$ cat config.mk
export PLATFORM = sky130hd
export DESIGN_NAME = dbell_mbox
export DESIGN_NICKNAME = d
export VERILOG_FILES = /design/src/rtl/dbm_pkg.sv /design/src/rtl/dbm_flag_bank.sv /design/src/rtl/dbm_regif.sv /design/src/rtl/dbell_mbox.sv
export SDC_FILE = /design/constraint.sdc
export NUM_CORES = 1
export LEC_CHECK = 0
export BUFFER_PORTS_ARGS = -buffer_cell sky130_fd_sc_hd__buf_2
export CORE_MARGIN = 3
export CORE_UTILIZATION = 57
export DETAILED_ROUTE_END_ITERATION = 10
export GPL_TIMING_DRIVEN = 1
export PLACE_DENSITY = 0.93
export SLEW_MARGIN = 10
export SYNTH_ARGS = -nofsm -noshare
export SYNTH_HDL_FRONTEND = slang
export SYNTH_SLANG_ARGS = --single-unit
export TNS_END_PERCENT = 50
$ cat constraint.sdc
create_clock -name clk -period 6.7 [get_ports clk]
set_clock_uncertainty 0.2 [all_clocks]
set_input_delay 1.34 -clock clk [delete_from_list [all_inputs] [get_ports clk]]
set_output_delay 1.34 -clock clk [all_outputs]
set_load 0.02 [all_outputs]
$ cat src/rtl/dbm_pkg.sv
package dbm_pkg;
  localparam int unsigned NCH = 16;
  localparam int unsigned DW  = 32;

  localparam logic [11:0] OFF_IN_CLR  = 12'h024;
  localparam logic [11:0] OFF_IN_MSK  = 12'h028;
  localparam logic [11:0] OFF_IN_STS  = 12'h02C;
  localparam logic [11:0] OFF_IN_MST  = 12'h030;
  localparam logic [11:0] OFF_OUT_GEN = 12'h040;
  localparam logic [11:0] OFF_OUT_MSK = 12'h048;
  localparam logic [11:0] OFF_OUT_STS = 12'h04C;
  localparam logic [11:0] OFF_OUT_MST = 12'h050;

  typedef enum logic [3:0] {
    SEL_NONE,
    SEL_IN_CLR,
    SEL_IN_MSK,
    SEL_IN_STS,
    SEL_IN_MST,
    SEL_OUT_GEN,
    SEL_OUT_MSK,
    SEL_OUT_STS,
    SEL_OUT_MST
  } reg_sel_e;
endpackage

$ cat src/rtl/dbm_flag_bank.sv
module dbm_flag_bank #(
  parameter int unsigned NCH = 16
) (
  input  logic           clk,
  input  logic           rst_n,
  input  logic [NCH-1:0] set_vec,
  input  logic [NCH-1:0] clr_vec,
  input  logic           mask_we,
  input  logic [NCH-1:0] mask_wdata,
  output logic [NCH-1:0] flag,
  output logic [NCH-1:0] mask,
  output logic [NCH-1:0] masked,
  output logic           irq
);
  logic [NCH-1:0] flag_nxt;
  logic [NCH-1:0] mask_nxt;
  logic           flag_en;

  // set takes priority over clear so that no doorbell is lost
  always_comb begin
    flag_en  = |set_vec || |clr_vec;
    flag_nxt = (flag & ~clr_vec) | set_vec;
    mask_nxt = mask_wdata;
  end

  always_ff @(posedge clk or negedge rst_n) begin
    if (!rst_n) begin
      flag <= '0;
    end else if (flag_en) begin
      flag <= flag_nxt;
    end
  end

  always_ff @(posedge clk or negedge rst_n) begin
    if (!rst_n) begin
      mask <= '1;
    end else if (mask_we) begin
      mask <= mask_nxt;
    end
  end

  assign masked = flag & ~mask;
  assign irq    = |masked;

  p_set_wins_r4: assert property (@(posedge clk) disable iff (!rst_n)
    (|set_vec) |=> ((flag & $past(set_vec)) == $past(set_vec)));

  p_clear_r3: assert property (@(posedge clk) disable iff (!rst_n)
    (|clr_vec) |=> ((flag & $past(clr_vec & ~set_vec)) == '0));

  p_hold_r8: assert property (@(posedge clk) disable iff (!rst_n)
    (set_vec == '0 && clr_vec == '0) |=> $stable(flag));

  p_irq_src_r6: assert property (@(posedge clk) disable iff (!rst_n)
    irq |-> (flag != '0));
endmodule

$ cat src/rtl/dbm_regif.sv
module dbm_regif
  import dbm_pkg::*;
#(
  parameter int unsigned AW  = 12,
  parameter int unsigned NCH = 16
) (
  input  logic           psel,
  input  logic           penable,
  input  logic           pwrite,
  input  logic [AW-1:0]  paddr,
  input  logic [DW-1:0]  pwdata,
  output logic [DW-1:0]  prdata,
  input  logic [NCH-1:0] in_flag,
  input  logic [NCH-1:0] in_mask,
  input  logic [NCH-1:0] in_masked,
  input  logic [NCH-1:0] out_flag,
  input  logic [NCH-1:0] out_mask,
  input  logic [NCH-1:0] out_masked,
  output logic [NCH-1:0] in_clr_vec,
  output logic           in_mask_we,
  output logic [NCH-1:0] out_gen_vec,
  output logic           out_mask_we,
  output logic [NCH-1:0] wdata_ch
);
  localparam int unsigned WAW = AW - 2;

  reg_sel_e       sel;
  logic           wr_acc;
  logic [NCH-1:0] rd_ch;
  logic           unused_bits;

  assign unused_bits = ^{pwdata[DW-1:NCH], paddr[1:0]};

  always_comb begin
    unique case (paddr[AW-1:2])
      WAW'(OFF_IN_CLR  >> 2): sel = SEL_IN_CLR;
      WAW'(OFF_IN_MSK  >> 2): sel = SEL_IN_MSK;
      WAW'(OFF_IN_STS  >> 2): sel = SEL_IN_STS;
      WAW'(OFF_IN_MST  >> 2): sel = SEL_IN_MST;
      WAW'(OFF_OUT_GEN >> 2): sel = SEL_OUT_GEN;
      WAW'(OFF_OUT_MSK >> 2): sel = SEL_OUT_MSK;
      WAW'(OFF_OUT_STS >> 2): sel = SEL_OUT_STS;
      WAW'(OFF_OUT_MST >> 2): sel = SEL_OUT_MST;
      default:                sel = SEL_NONE;
    endcase
  end

  always_comb begin
    wr_acc      = psel && penable && pwrite;
    wdata_ch    = pwdata[NCH-1:0];
    in_clr_vec  = (wr_acc && sel == SEL_IN_CLR)  ? wdata_ch : '0;
    out_gen_vec = (wr_acc && sel == SEL_OUT_GEN) ? wdata_ch : '0;
    in_mask_we  = wr_acc && sel == SEL_IN_MSK;
    out_mask_we = wr_acc && sel == SEL_OUT_MSK;
  end

  always_comb begin
    case (sel)
      SEL_IN_MSK:  rd_ch = in_mask;
      SEL_IN_STS:  rd_ch = in_flag;
      SEL_IN_MST:  rd_ch = in_masked;
      SEL_OUT_MSK: rd_ch = out_mask;
      SEL_OUT_STS: rd_ch = out_flag;
      SEL_OUT_MST: rd_ch = out_masked;
      default:     rd_ch = '0;
    endcase
    prdata = psel ? {{(DW-NCH){1'b0}}, rd_ch} : '0;
  end

  p_rd_unmapped_r8: assert property (@(posedge penable)
    (psel && sel == SEL_NONE) |-> (prdata == '0));
endmodule

$ cat src/rtl/dbell_mbox.sv
module dbell_mbox
  import dbm_pkg::*;
#(
  parameter int unsigned AW = 12
) (
  input  logic           clk,
  input  logic           rst_n,
  input  logic           psel,
  input  logic           penable,
  input  logic           pwrite,
  input  logic [AW-1:0]  paddr,
  input  logic [31:0]    pwdata,
  output logic [31:0]    prdata,
  output logic           pready,
  output logic           pslverr,
  input  logic [15:0]    rmt_set,
  input  logic [15:0]    rmt_clr,
  output logic           irq_local,
  output logic           irq_remote
);
  logic [NCH-1:0] in_flag, in_mask, in_masked, in_clr_vec;
  logic [NCH-1:0] out_flag, out_mask, out_masked, out_gen_vec;
  logic [NCH-1:0] wdata_ch;
  logic           in_mask_we, out_mask_we;

  assign pready  = 1'b1;
  assign pslverr = 1'b0;

  dbm_regif #(.AW(AW), .NCH(NCH)) u_regif (
    .psel(psel), .penable(penable), .pwrite(pwrite), .paddr(paddr),
    .pwdata(pwdata), .prdata(prdata),
    .in_flag(in_flag), .in_mask(in_mask), .in_masked(in_masked),
    .out_flag(out_flag), .out_mask(out_mask), .out_masked(out_masked),
    .in_clr_vec(in_clr_vec), .in_mask_we(in_mask_we),
    .out_gen_vec(out_gen_vec), .out_mask_we(out_mask_we),
    .wdata_ch(wdata_ch)
  );

  // inbound: remote rings, local clears
  dbm_flag_bank #(.NCH(NCH)) u_inbound (
    .clk(clk), .rst_n(rst_n),
    .set_vec(rmt_set), .clr_vec(in_clr_vec),
    .mask_we(in_mask_we), .mask_wdata(wdata_ch),
    .flag(in_flag), .mask(in_mask), .masked(in_masked), .irq(irq_local)
  );

  // outbound: local rings, remote clears
  dbm_flag_bank #(.NCH(NCH)) u_outbound (
    .clk(clk), .rst_n(rst_n),
    .set_vec(out_gen_vec), .clr_vec(rmt_clr),
    .mask_we(out_mask_we), .mask_wdata(wdata_ch),
    .flag(out_flag), .mask(out_mask), .masked(out_masked), .irq(irq_remote)
  );

  p_gen_sets_r2: assert property (@(posedge clk) disable iff (!rst_n)
    (psel && penable && pwrite && paddr == OFF_OUT_GEN)
      |=> ((out_flag & $past(pwdata[NCH-1:0])) == $past(pwdata[NCH-1:0])));

  p_rmt_set_r7: assert property (@(posedge clk) disable iff (!rst_n)
    (|rmt_set) |=> ((in_flag & $past(rmt_set)) == $past(rmt_set)));

  p_status_wr_r9: assert property (@(posedge clk) disable iff (!rst_n)
    (psel && penable && pwrite && (paddr == OFF_IN_STS || paddr == OFF_IN_MST)
     && rmt_set == '0) |=> ($stable(in_flag) && $stable(in_mask)));

  p_irq_mask_r6: assert property (@(posedge clk) disable iff (!rst_n)
    (in_mask == '1) |-> !irq_local);
endmodule

Word-level counts from Yosys, hierarchy flattened
Memory sizes are Yosys's and may differ from the RTL's. Cells that the tools add are included.

Register bits after elaboration: 64. Memory bits (read-only): 128. Input port bits: 81. Output and inout port bits: 36. Logic and storage cells: 43. Memories kept: 1.

Equality and inequality tests: 8. Muxes and demuxes: 5. Bitwise gates (word level): 10. Reductions and logical operators: 15.

Memory list: (name not given) (depth 32, width 4, read ports 1, clocked after Yosys merged registers in 0, write ports 0, RTL line dbm_regif.sv:35) `unique case (paddr[AW-1:2])`.

Operator list (number): $pmux W16 S6 (1); $reduce_or A16 Y1 (6); $and A16 B16 Y16 (4); $not A16 Y16 (4); $mux W16 (3); $or A16 B16 Y16 (2); $eq A4 B3 Y1 const B (4); $eq A4 B2 Y1 const B (2); $logic_and A1 B1 Y1 (6); $logic_not A5 Y1 (1); $eq A4 B1 Y1 const B (1); $eq A4 B4 Y1 const B (1); $mux W4 (1); $logic_or A1 B1 Y1 (2).

Logic depth before layout (Yosys ltp)
Gate-level depths: netlist (run 1).

Depth after elaboration: 8. Gate-level depth with buffers: 9.

Hierarchy
Synthesis (run 1) repeated with hierarchy kept, for this count alone.

Cell total of the unflattened synthesis: 444. Area total of the unflattened synthesis: 4420.5 um^2.

By module, submodules not included: dbm_flag_bank (times used 2, cells an instance 103, area an instance 1382.6 um^2, sequential area each 820.8 um^2); dbm_regif (times used 1, cells an instance 234, area an instance 1632.8 um^2, sequential area each 0.0 um^2); dbell_mbox (times used 1, cells an instance 4, area an instance 22.5 um^2, sequential area each 0.0 um^2).

Least setup slack after synthesis (run 1)
OpenSTA, ideal clock, no wires.

Path kind: input to output. Start point: in paddr[3]. End point: out prdata[10]. Arrival time: 3.194 ns. Required time: 5.160 ns. Slack: 1.966 ns. Cell stages on the path: 6. Path buffers: 0. Cell sequence: inv_1 ha_1 or4b_4 a211oi_4 o211a_4 a21boi_0.

Word-level cells in the longest chain between the ends: 5.

RTL lines: from (decl) (RTL line dbell_mbox.sv:11) `input logic [AW-1:0] paddr,`; $mem_v2 Z32 W4 (*); $mux W4 (*) (RTL line dbm_regif.sv:35); $eq A4 B4 Y1 (tied with other cells) (RTL line dbm_regif.sv:58) `case (sel)`; $pmux W16 S6 (*) (RTL line dbm_regif.sv:58); $mux W16 (*) (RTL line dbm_regif.sv:67) `prdata = psel ? {{(DW-NCH){1'b0}}, rd_ch} : '0;`; to (decl) (RTL line dbell_mbox.sv:13) `output logic [31:0] prdata,`.

Every way passes the cells marked *; elsewhere a longest branch is shown, timed or not.

Final worst setup path (run 1)
Ends and elaborated chain as after synthesis.

==> metrics, run 1 <==
outcome=finished clean; cell taking the most area after synthesis=dfstp_2; RR Startpoint=u_outbound.mask[14]$_DFFE_PN1P_; CP endpoint kind=output pin; measured slew at the worst slew-check pin=1165 ps; global placer's final weighted congestion=0.9237; worst rel slew slack=0.2237; Max Buffers Root-to-Sink=2; Crit Path Category=in -> out; post-synthesis adder-cell area fraction=0.006203; share of cells above drive strength 1=0.3398; drt wl/cell=18.07 um; initial DRC count=394; CTS tree=done; drt pass-1 iters=5; Initial Util=0.5905; post-synthesis simple-gate area fraction=0.1911; count of cell types in the netlist=48; DP Cell Count=592; nets=590; Area contributors post-synth=dfstp_2, dfrtp_1, nand2_1; Post-Synth XOR/XNOR Area=0.002171; ANT nets after route=0; Cell Pwr Density=186.6 nW/um^2; filler cell count=523; RSZ-0062 raised after global routing=false; Worst Hold Launch=u_inbound.flag[14]$_DFFE_PN0P_; initial antenna violation count=0; grt ovf=0; multiplexer share of the synthesized area=0.1042; CTS-repair resized insts=0; reg-to-reg endpoint=u_outbound.mask[14]$_DFFE_PN1P_; Slew Limit Fails=0; Netlist Area Pre-Place=4034 um^2; WHS Path Cells=1; crit path DAT=3910 ps; non-filler cells, final=608; Post-synth EDFFs=0; ys flop type=dfstp_2; area grow syn2layout=13.86%; Row Count=30; Setup TNS=0 ps; period utilization=0.8138; hold slack=308.8 ps; Hold Path End=u_inbound.flag[14]$_DFFE_PN0P_; fin crit period=5453 ps; DR vias/cell=6.113; Final Hold Vio Count=0; largest net degree at the start of global routing=65; Synth Area in Compound Gates=0.1923; Synth async-reset ratio=1.000; antenna fix cells=0; f_max=183.4 MHz; Ys Warns=0; Clock Root Buffer=clkbuf_8; Cells after Synth=436; max_cap viols=0; WP data required=5160 ps; Lkg Pwr=1.960 nW; reg2reg path depth=1; hpwl dp=7.253 mm; chip width=90.13 um; die height=90.13 um; TritonCTS buffer count=9; Post-route DRC=0; Die Footprint=8123 um^2; via total after detailed routing=3717; CP startpoint kind=primary input; critical path peak fanout=16; Synth Register Bits=64; number of global-route vias before repair=3744; r2r setup slk=5720 ps; core area=6832 um^2; top cell type's share of synthesized area=0.2084; largest family of logic cells by synthesized area=compound AO/OA/AOI/OAI gates; IO Count=117; maximum VDD drop=0.1588 mV; register area share after synthesis=0.4069; final setup fails=0; # H-tree levels=3; Tot GR Track Use=0.2758; IO Port Bufs=80; Clock Sinks=64; # hold bufs at CTS=0; first-pass GRT wire length=17.86 mm; post-CTS setup repair buffer count=0; clock insertion delay at the later pin of the skew report=360 ps; Post-Syn Area per Cell=9.252 um^2; HP Class=reg -> reg; Worst-path clk slew=70 ps; final wirelength=10.98 mm
[logic make-up (layout without fill, tap and decap cells)]
family	after synthesis	in the layout
AOI/OAI and AO/OA	118	118
adders and majority gates	2	2
buffers and inverters	68	128
xor gates and xnor gates	1	1
other	2	18
muxes	34	34
DFF	64	64
and+or+nand+nor	147	147
[layer usage]
layer	global-route usage	vias up	routed length (um)
met4	0.1454	0	416
met2	0.4375	278	5087
li1	-	1628	-
met3	0.07699	49	1179
met5	0	-	0
met1	0.3424	1762	4300
[worst max path at each step]
stage / slack (ps) / cells past startpoint / to / from
global route: 1150 / 8 / prdata[10] / paddr[3]
floorplan: 1970 / 6 / prdata[10] / paddr[3]
global placement: 1370 / 8 / prdata[10] / paddr[3]
CTS: 1300 / 8 / prdata[10] / paddr[3]
detailed placement: 1300 / 8 / prdata[10] / paddr[3]
finish: 1250 / 8 / prdata[10] / paddr[3]
[synth_stat cells, types with 3 or more instances]
| cell | n |
|---|---|
| a21o_1 | 16 |
| a21oi_1 | 29 |
| and3_1 | 16 |
| buf_2 | 6 |
| buf_4 | 20 |
| buf_6 | 4 |
| clkbuf_1 | 8 |
| dfrtp_1 | 32 |
| dfstp_2 | 32 |
| inv_1 | 29 |
| mux2_2 | 24 |
| mux2_4 | 10 |
| nand2_1 | 77 |
| nand2b_1 | 6 |
| nand3_1 | 7 |
| nand3b_1 | 10 |
| nand4_1 | 6 |
| nor2_1 | 8 |
| nor2b_1 | 3 |
| o21ai_0 | 28 |
| o21ai_1 | 6 |
| o22ai_1 | 11 |
| o31a_1 | 14 |
[power by group]
part | leakage, nW | internal [mW] | switching [mW]
clock | 0.113 | 0.231 | 0.161
sequential | 0.694 | 0.390 | 0.00148
combinational | 1.15 | 0.0249 | 0.0492
total | 1.96 | 0.645 | 0.212
[state kept, by name, summed over array words and instances (netlist names)]
| signal | cells |
|---|---|
| u_outbound.flag | 16 |
| u_inbound.flag | 16 |
| u_inbound.mask | 16 |
| u_outbound.mask | 16 |
[critical path, cell delays in order]
cell      delay (ps)
buf_2            120
inv_1             80
ha_1             230
or4b_4           540
a211oi_4         670
o211a_4          390
a21boi_0         310
buf_2            220
[cell usage in the layout (no fill, tap or decap), types with 2 or more instances in the layout]
master	instances
a211oi_4	2
a21boi_0	2
a21o_1	16
a21oi_1	29
a221oi_1	2
a32oi_1	2
and2_1	2
and3_1	16
buf_2	80
buf_4	3
bufinv_16	2
clkbuf_8	11
conb_1	18
dfrtp_1	32
dfstp_2	32
ha_1	2
inv_1	29
mux2_2	24
mux2_4	10
nand2_1	77
nand2b_1	6
nand3_1	7
nand3b_1	10
nand4_1	6
nand4b_1	2
nor2_1	8
nor2b_1	3
o21ai_0	28
o21ai_1	6
o22ai_1	11
o2bb2ai_1	2
o31a_1	14
[cell type report]
type | instances | area (um^2) | area share
clock buffer | 12 | 155.1 | 0.03378
inverter | 29 | 108.9 | 0.02370
sequential | 64 | 1642 | 0.3574
clock inverter | 4 | 76.32 | 0.01662
multi-input combinational | 320 | 2068 | 0.4503
timing repair buffer | 83 | 422.9 | 0.09207
tap | 96 | 120.1 | 0.02615
[per-stage QoR]
step / utilization / setup WS, ps / power, mW / area, um^2
2_1_floorplan: - / 1966 / 0.4435 / 4094
3_3_place_gp: 0.6385 / 1370 / 0.4682 / 4362
3_5_place_dp: 0.6385 / 1302 / 0.4705 / 4362
4_1_cts: 0.6723 / 1303 / 0.8577 / 4593
5_1_grt: 0.6723 / 1154 / 0.8810 / 4593
6_report: 0.6723 / 1247 / 0.8571 / 4593
No activity file was read; power rests on OpenSTA's default activity.
==> inputs of run 2 (changes only) <==
--- a/config.mk
+++ b/config.mk
@@ -5,12 +5,13 @@
 export SDC_FILE = /design/constraint.sdc
 export NUM_CORES = 1
 export LEC_CHECK = 0
+export ABC_AREA = 1
 export BUFFER_PORTS_ARGS = -buffer_cell sky130_fd_sc_hd__buf_2
 export CORE_MARGIN = 3
-export CORE_UTILIZATION = 57
+export CORE_UTILIZATION = 53
 export DETAILED_ROUTE_END_ITERATION = 10
 export GPL_TIMING_DRIVEN = 1
-export PLACE_DENSITY = 0.93
+export PLACE_DENSITY = 0.87
 export SLEW_MARGIN = 10
 export SYNTH_ARGS = -nofsm -noshare
 export SYNTH_HDL_FRONTEND = slang
==> constraint.sdc (replaced) <==
create_clock -name clk -period 5.25 [get_ports clk]
set_clock_uncertainty 0.2 [all_clocks]
set_input_delay 1.05 -clock clk [delete_from_list [all_inputs] [get_ports clk]]
set_output_delay 1.05 -clock clk [all_outputs]
set_load 0.02 [all_outputs]
==> metrics, run 2 <==
DP Cell Count=724 (was 592); non-filler cells, final=740 (was 608); r2r setup slk=4260 ps (was 5720 ps); measured slew at the worst slew-check pin=800.0 ps (was 1165 ps); Ys Warns=0 (unchanged); Clock Root Buffer=clkbuf_8 (unchanged); # H-tree levels=3 (unchanged); Clock Sinks=64 (unchanged); ANT nets after route=0 (unchanged); Crit Path Category=in -> out (unchanged); # hold bufs at CTS=0 (unchanged); commonest non-fill, non-tap cell in the layout=nand2_1 (was buf_2); Flop pwr share=0.479 (was 0.456); top cell type's share of synthesized area=0.2005 (was 0.2084); IO Port Bufs=80 (unchanged); area of the multi-input gates=2023 um^2 (was 2068 um^2); Lkg Pwr=2.532 nW (was 1.960 nW); Row Count=31 (was 30); Post-route DRC=0 (unchanged); Initial Util=0.5632 (was 0.5905); CTS-repair resized insts=0 (unchanged); CP endpoint kind=output pin (unchanged); core area=7447 um^2 (was 6832 um^2); first-pass GRT wire length=17.31 mm (was 17.86 mm); HP Class=reg -> reg (unchanged); reg2reg path depth=2 (was 1); die height=94.96 um (was 90.13 um); TritonCTS buffer count=9 (unchanged); ys flop type=dfstp_2 (unchanged); Switching Share=0.2400 (was 0.2472); via total after detailed routing=3999 (was 3717); Post-synth EDFFs=0 (unchanged); Cell Pwr Density=218.6 nW/um^2 (was 186.6 nW/um^2); cell taking the most area after synthesis=dfstp_2 (unchanged); crit path DAT=3250 ps (was 3910 ps); nets=719 (was 590); share of cells above drive strength 1=0.2855 (was 0.3398); DR vias/cell=5.404 (was 6.113); WHS Path Cells=2 (was 1); critical path peak fanout=14 (was 16); initial DRC count=327 (was 394); worst rel slew slack=0.4667 (was 0.2237); Worst-path clk slew=70 ps (about the same); antenna fix cells=0 (unchanged); initial antenna violation count=0 (unchanged); reg-to-reg endpoint=u_outbound.mask[0]$_DFFE_PN1P_ (was u_outbound.mask[14]$_DFFE_PN1P_); fin crit period=4502 ps; outcome=finished clean (unchanged); count of cell types in the netlist=35 (was 48); Netlist Area Pre-Place=4194 um^2 (was 4034 um^2); Synth Register Bits=64 (unchanged); drt wl/cell=14.59 um (was 18.07 um); WP data required=4000 ps (was 5160 ps); post-CTS setup repair buffer count=0 (unchanged); Die Footprint=9016 um^2 (was 8123 um^2); Area contributors post-synth=dfstp_2, dfrtp_1, nand2_1 (unchanged); largest net degree at the start of global routing=65 (unchanged); Post-Syn Area per Cell=7.489 um^2 (was 9.252 um^2); maximum VDD drop=0.1507 mV (was 0.1588 mV); Max Buffers Root-to-Sink=2 (unchanged); CP startpoint kind=primary input (unchanged); Cells after Synth=560 (was 436); max_cap viols=0 (unchanged); area grow syn2layout=13.42% (was 13.86%); period utilization=0.8574; Synth async-reset ratio=1.000 (unchanged); drt pass-1 iters=5 (unchanged); Sequential Area=1642 um^2 (unchanged); CTS tree=done (unchanged); final setup fails=0 (unchanged); clock insertion delay at the later pin of the skew report=350 ps (was 360 ps); number of global-route vias before repair=3736 (was 3744); Tot GR Track Use=0.2500 (was 0.2758); Worst Hold Launch=u_inbound.mask[0]$_DFFE_PN1P_ (was u_inbound.flag[14]$_DFFE_PN0P_); register area share after synthesis=0.3914 (was 0.4069); chip width=94.96 um (was 90.13 um); combinational share of power=0.078 (was 0.086); Setup TNS=0 ps (unchanged); count leader, synth=nand2_1 (unchanged); grt ovf=0 (unchanged); IO Count=117 (unchanged); filler cell count=627 (was 523); Slew Limit Fails=0 (unchanged); Final Hold Vio Count=0 (unchanged); Hold Path End=u_inbound.mask[0]$_DFFE_PN1P_ (was u_inbound.flag[14]$_DFFE_PN0P_); Internal=790.3 uW (was 645.2 uW); f_max=222.1 MHz; commonest non-fill, non-tap cells in the layout=nand2_1, inv_1, buf_2 (was buf_2, nand2_1, dfrtp_1, dfstp_2); net switching power figure=249.6 uW (was 211.9 uW); RSZ-0062 raised after global routing=false (unchanged); hpwl dp=7.618 mm (was 7.253 mm); clock share of power=0.442 (was 0.457); top cells by count, synth=nand2_1, inv_1, nor2_1 (was nand2_1, dfrtp_1, dfstp_2); global placer's final weighted congestion=0.9648 (was 0.9237); final wirelength=10.80 mm (was 10.98 mm); RR Startpoint=u_outbound.mask[0]$_DFFE_PN1P_ (was u_outbound.mask[14]$_DFFE_PN1P_)
run 2: cell types whose count changed after synthesis, sizes merged, moves of 10 or more:
cell	change
nor2	+62
and3	-16
nand4	+25
a21o	-16
o31a	-14
or2	+10
a21oi	-21
o21ai	+11
o21bai	+16
inv	+61
nand2	+64
mux2	-34
run 2: worst max-delay path: stages:
cell,delay (ps)
buf_2,120
inv_1,70
ha_1,160
nand2_1,80
inv_1,60
nand2_1,60
nand2_2,140
nand2_4,150
inv_2,250
nand2_1,100
nand3_1,80
and2_1,430
inv_4,170
a21oi_2,150
buf_2,170
run 2: routing by layer:
metal  up-vias  share of wire  GRT usage
li1       1918              -          -
met1      1822           0.41     0.3165
met2       232           0.47     0.4075
met3        27           0.10    0.06295
met4         0          0.023     0.1022
met5         -              0          0
run 2: layout make-up:
class,count,share of cell area
inverter,90,0.07154
clock inverter,4,0.01473
multi-input combinational,388,0.4253
timing repair buffer,83,0.08890
clock buffer,12,0.02841
tap,99,0.02604
sequential,64,0.3451
run 2: power groups by stage:
stage / sequential (mW) / combinational [mW] / clock (mW)
after floorplan: 0.506 / 0.0517 / 0
after global placement: 0.506 / 0.0794 / 0
after detailed placement: 0.507 / 0.0816 / 0
after CTS: 0.498 / 0.0818 / 0.460
after global routing: 0.498 / 0.0915 / 0.484
final: 0.498 / 0.0815 / 0.460
run 2: worst max path at each step:
stage	startpoint	endpoint	slack, ps	cells after the start
5_1_grt	paddr[2]	prdata[10]	550	15
2_1_floorplan	paddr[2]	prdata[0]	1500	13
4_1_cts	paddr[2]	prdata[10]	780	15
3_5_place_dp	paddr[2]	prdata[10]	790	15
3_3_place_gp	paddr[2]	prdata[3]	880	15
6_report	paddr[2]	prdata[10]	750	15
run 2: kinds of logic after synthesis:
family / count (synthesis) / synth area share
other: 2 / 0.001791
DFF: 64 / 0.3914
adders and majority gates: 2 / 0.005966
buffers and inverters: 124 / 0.1405
AOI/OAI and AO/OA: 88 / 0.1405
and+or+nand+nor: 280 / 0.3198
run 2: through the flow:
step / hold WS (ps) / cell area [um^2] / power, mW / worst slack, ps / utilization
after global placement: 262.1 / 4552 / 0.5858 / 876.2 / 0.6112
after detailed placement: 272.5 / 4552 / 0.5882 / 788.1 / 0.6112
after floorplan: 253.8 / 4254 / 0.5580 / 1501 / -
after global routing: 298.3 / 4757 / 1.073 / 549.7 / 0.6388
after CTS: 282.5 / 4757 / 1.040 / 775.2 / 0.6388
final: 284.9 / 4757 / 1.040 / 748.4 / 0.6388
==> inputs of run 3 (changes only) <==
--- a/config.mk
+++ b/config.mk
@@ -9,6 +9,7 @@
 export BUFFER_PORTS_ARGS = -buffer_cell sky130_fd_sc_hd__buf_2
 export CORE_MARGIN = 3
 export CORE_UTILIZATION = 53
+export CTS_BUF_LIST = sky130_fd_sc_hd__clkbuf_4 sky130_fd_sc_hd__clkbuf_8 sky130_fd_sc_hd__clkbuf_16
 export DETAILED_ROUTE_END_ITERATION = 10
 export GPL_TIMING_DRIVEN = 1
 export PLACE_DENSITY = 0.87
==> metrics, run 3 (synthesis results as in run 2) <==
Layout Utilization=0.6403 (was 0.6388); DR vias/cell=5.419 (was 5.404); M1 wire length=4.427 mm (was 4.377 mm); Die Footprint=9016 um^2 (unchanged); CTS-repair resized insts=0 (unchanged); r2r setup slk=4260 ps (about the same); CP startpoint kind=primary input (unchanged); hold slack=282.1 ps (was 284.9 ps); RR Startpoint=u_outbound.mask[0]$_DFFE_PN1P_ (unchanged); number of global-route vias before repair=3762 (was 3736); die height=94.96 um (unchanged); # H-tree levels=3 (unchanged); Lkg Pwr=2.542 nW (was 2.532 nW); final worst slack=759.9 ps (was 748.4 ps); setup slack at placement=788.1 ps (unchanged); Crit Path Category=in -> out (unchanged); post-CTS setup repair buffer count=0 (unchanged); final setup fails=0 (unchanged); IO Port Bufs=80 (unchanged); global placer's final weighted congestion=0.9648 (unchanged); share of cells above drive strength 1=0.2902 (was 0.2855); outcome=finished clean (unchanged); IO Count=117 (unchanged); hpwl dp=7.618 mm (unchanged); Max Buffers Root-to-Sink=2 (unchanged); CP endpoint kind=output pin (unchanged); drt pass-1 iters=5 (unchanged); area of the multi-input gates=2023 um^2 (unchanged); Worst-path clk slew=70 ps (about the same); RSZ-0062 raised after global routing=false (unchanged); placed cell area=4552 um^2 (unchanged); # hold bufs at CTS=0 (unchanged); f_max=222.7 MHz (was 222.1 MHz); nets=719 (unchanged); WL met3=1.023 mm (was 1.078 mm); filler cell count=623 (was 627); Worst Hold Launch=u_inbound.mask[0]$_DFFE_PN1P_ (unchanged); clock insertion delay at the later pin of the skew report=340 ps (was 350 ps); largest net degree at the start of global routing=65 (unchanged); Slew Limit Fails=0 (unchanged); Tot GR Track Use=0.2508 (was 0.2500); worst rel slew slack=0.4721 (was 0.4667); maximum VDD drop=0.1501 mV (was 0.1507 mV); antenna fix cells=0 (unchanged); CP Launch Point=paddr[2] (unchanged); grt ovf=0 (unchanged); Post-route DRC=0 (unchanged); commonest non-fill, non-tap cells in the layout=nand2_1, inv_1, buf_2 (unchanged); Setup TNS=0 ps (unchanged); HP Class=reg -> reg (unchanged); ANT nets after route=0 (unchanged); DR top layer=met4 (unchanged); met2 wire length=5.156 mm (was 5.087 mm); Row Count=31 (unchanged); TritonCTS buffer count=9 (unchanged); area grow syn2layout=13.69% (was 13.42%); Final Hold Vio Count=0 (unchanged); first-pass GRT wire length=17.42 mm (was 17.31 mm); WP data required=4000 ps (about the same); final wirelength=10.85 mm (was 10.80 mm); CTS tree=done (unchanged); crit path DAT=3240 ps (was 3250 ps); drt wl/cell=14.66 um (was 14.59 um); Initial Util=0.5632 (unchanged); Clock Sinks=64 (unchanged); cell area after layout=4768 um^2 (was 4757 um^2); Sequential Area=1642 um^2 (unchanged); initial antenna violation count=0 (unchanged); via total after detailed routing=4010 (was 3999); initial DRC count=312 (was 327); core area=7447 um^2 (unchanged); Clock Root Buffer=clkbuf_8 (unchanged); measured slew at the worst slew-check pin=791.9 ps (was 800.0 ps); period utilization=0.8553 (was 0.8574); fin crit period=4490 ps (was 4502 ps); max_cap viols=0 (unchanged); Cell Pwr Density=221.3 nW/um^2 (was 218.6 nW/um^2); chip width=94.96 um (unchanged); critical path peak fanout=14 (unchanged); commonest non-fill, non-tap cell in the layout=nand2_1 (unchanged)
==> run 3: final timing paths <==
| path | endpoint | cells past startpoint |
|---|---|---|
| setup / recovery | prdata[9] | 15 |
| hold / removal | u_inbound.mask[0]$_DFFE_PN1P_ | 2 |
| setup reg to reg | u_outbound.mask[0]$_DFFE_PN1P_ | 2 |
| hold reg to reg | u_inbound.mask[0]$_DFFE_PN1P_ | 2 |
| max in group asynchronous | u_inbound.flag[5]$_DFFE_PN0P_ | 2 |
| min in group asynchronous | u_inbound.flag[10]$_DFFE_PN0P_ | 2 |
==> run 3: area by class of cell <==
class	count	share of cell area
clock buffer	12	0.03070
clock inverter	4	0.01469
inverter	90	0.07137
multi-input combinational	388	0.4243
sequential	64	0.3443
tap	99	0.02598
timing repair buffer	83	0.08869
==> run 3: metal layers <==
metal | global-route usage | up-vias
li1 | - | 1917
met1 | 0.3180 | 1847
met2 | 0.4122 | 223
met3 | 0.06056 | 23
met4 | 0.09856 | 0
met5 | 0 | -
==> run 3: stage by stage <==
step,power (mW),cells
after floorplan,0.5580,576
after global placement,0.5858,724
after detailed placement,0.5882,724
after CTS,1.056,740
after global routing,1.089,740
final,1.055,740
==> run 3: power breakdown <==
| group | internal, mW | leakage [nW] | switching, mW |
|---|---|---|---|
| Clock | 0.282 | 0.115 | 0.193 |
| Sequential | 0.497 | 0.694 | 0.00130 |
| Combinational | 0.0269 | 1.73 | 0.0547 |
| Total | 0.806 | 2.54 | 0.249 |
==> run 3: worst max-delay path, stage by stage <==
cell and delay, ps:
buf_2 120, inv_1 70, ha_1 170, nand2_1 80
inv_1 60, nand2_1 60, nand2_2 140, nand2_4 150
inv_2 250, nand2_1 100, nand3_1 80, and2_1 420
inv_4 170, a21oi_2 150, buf_2 180
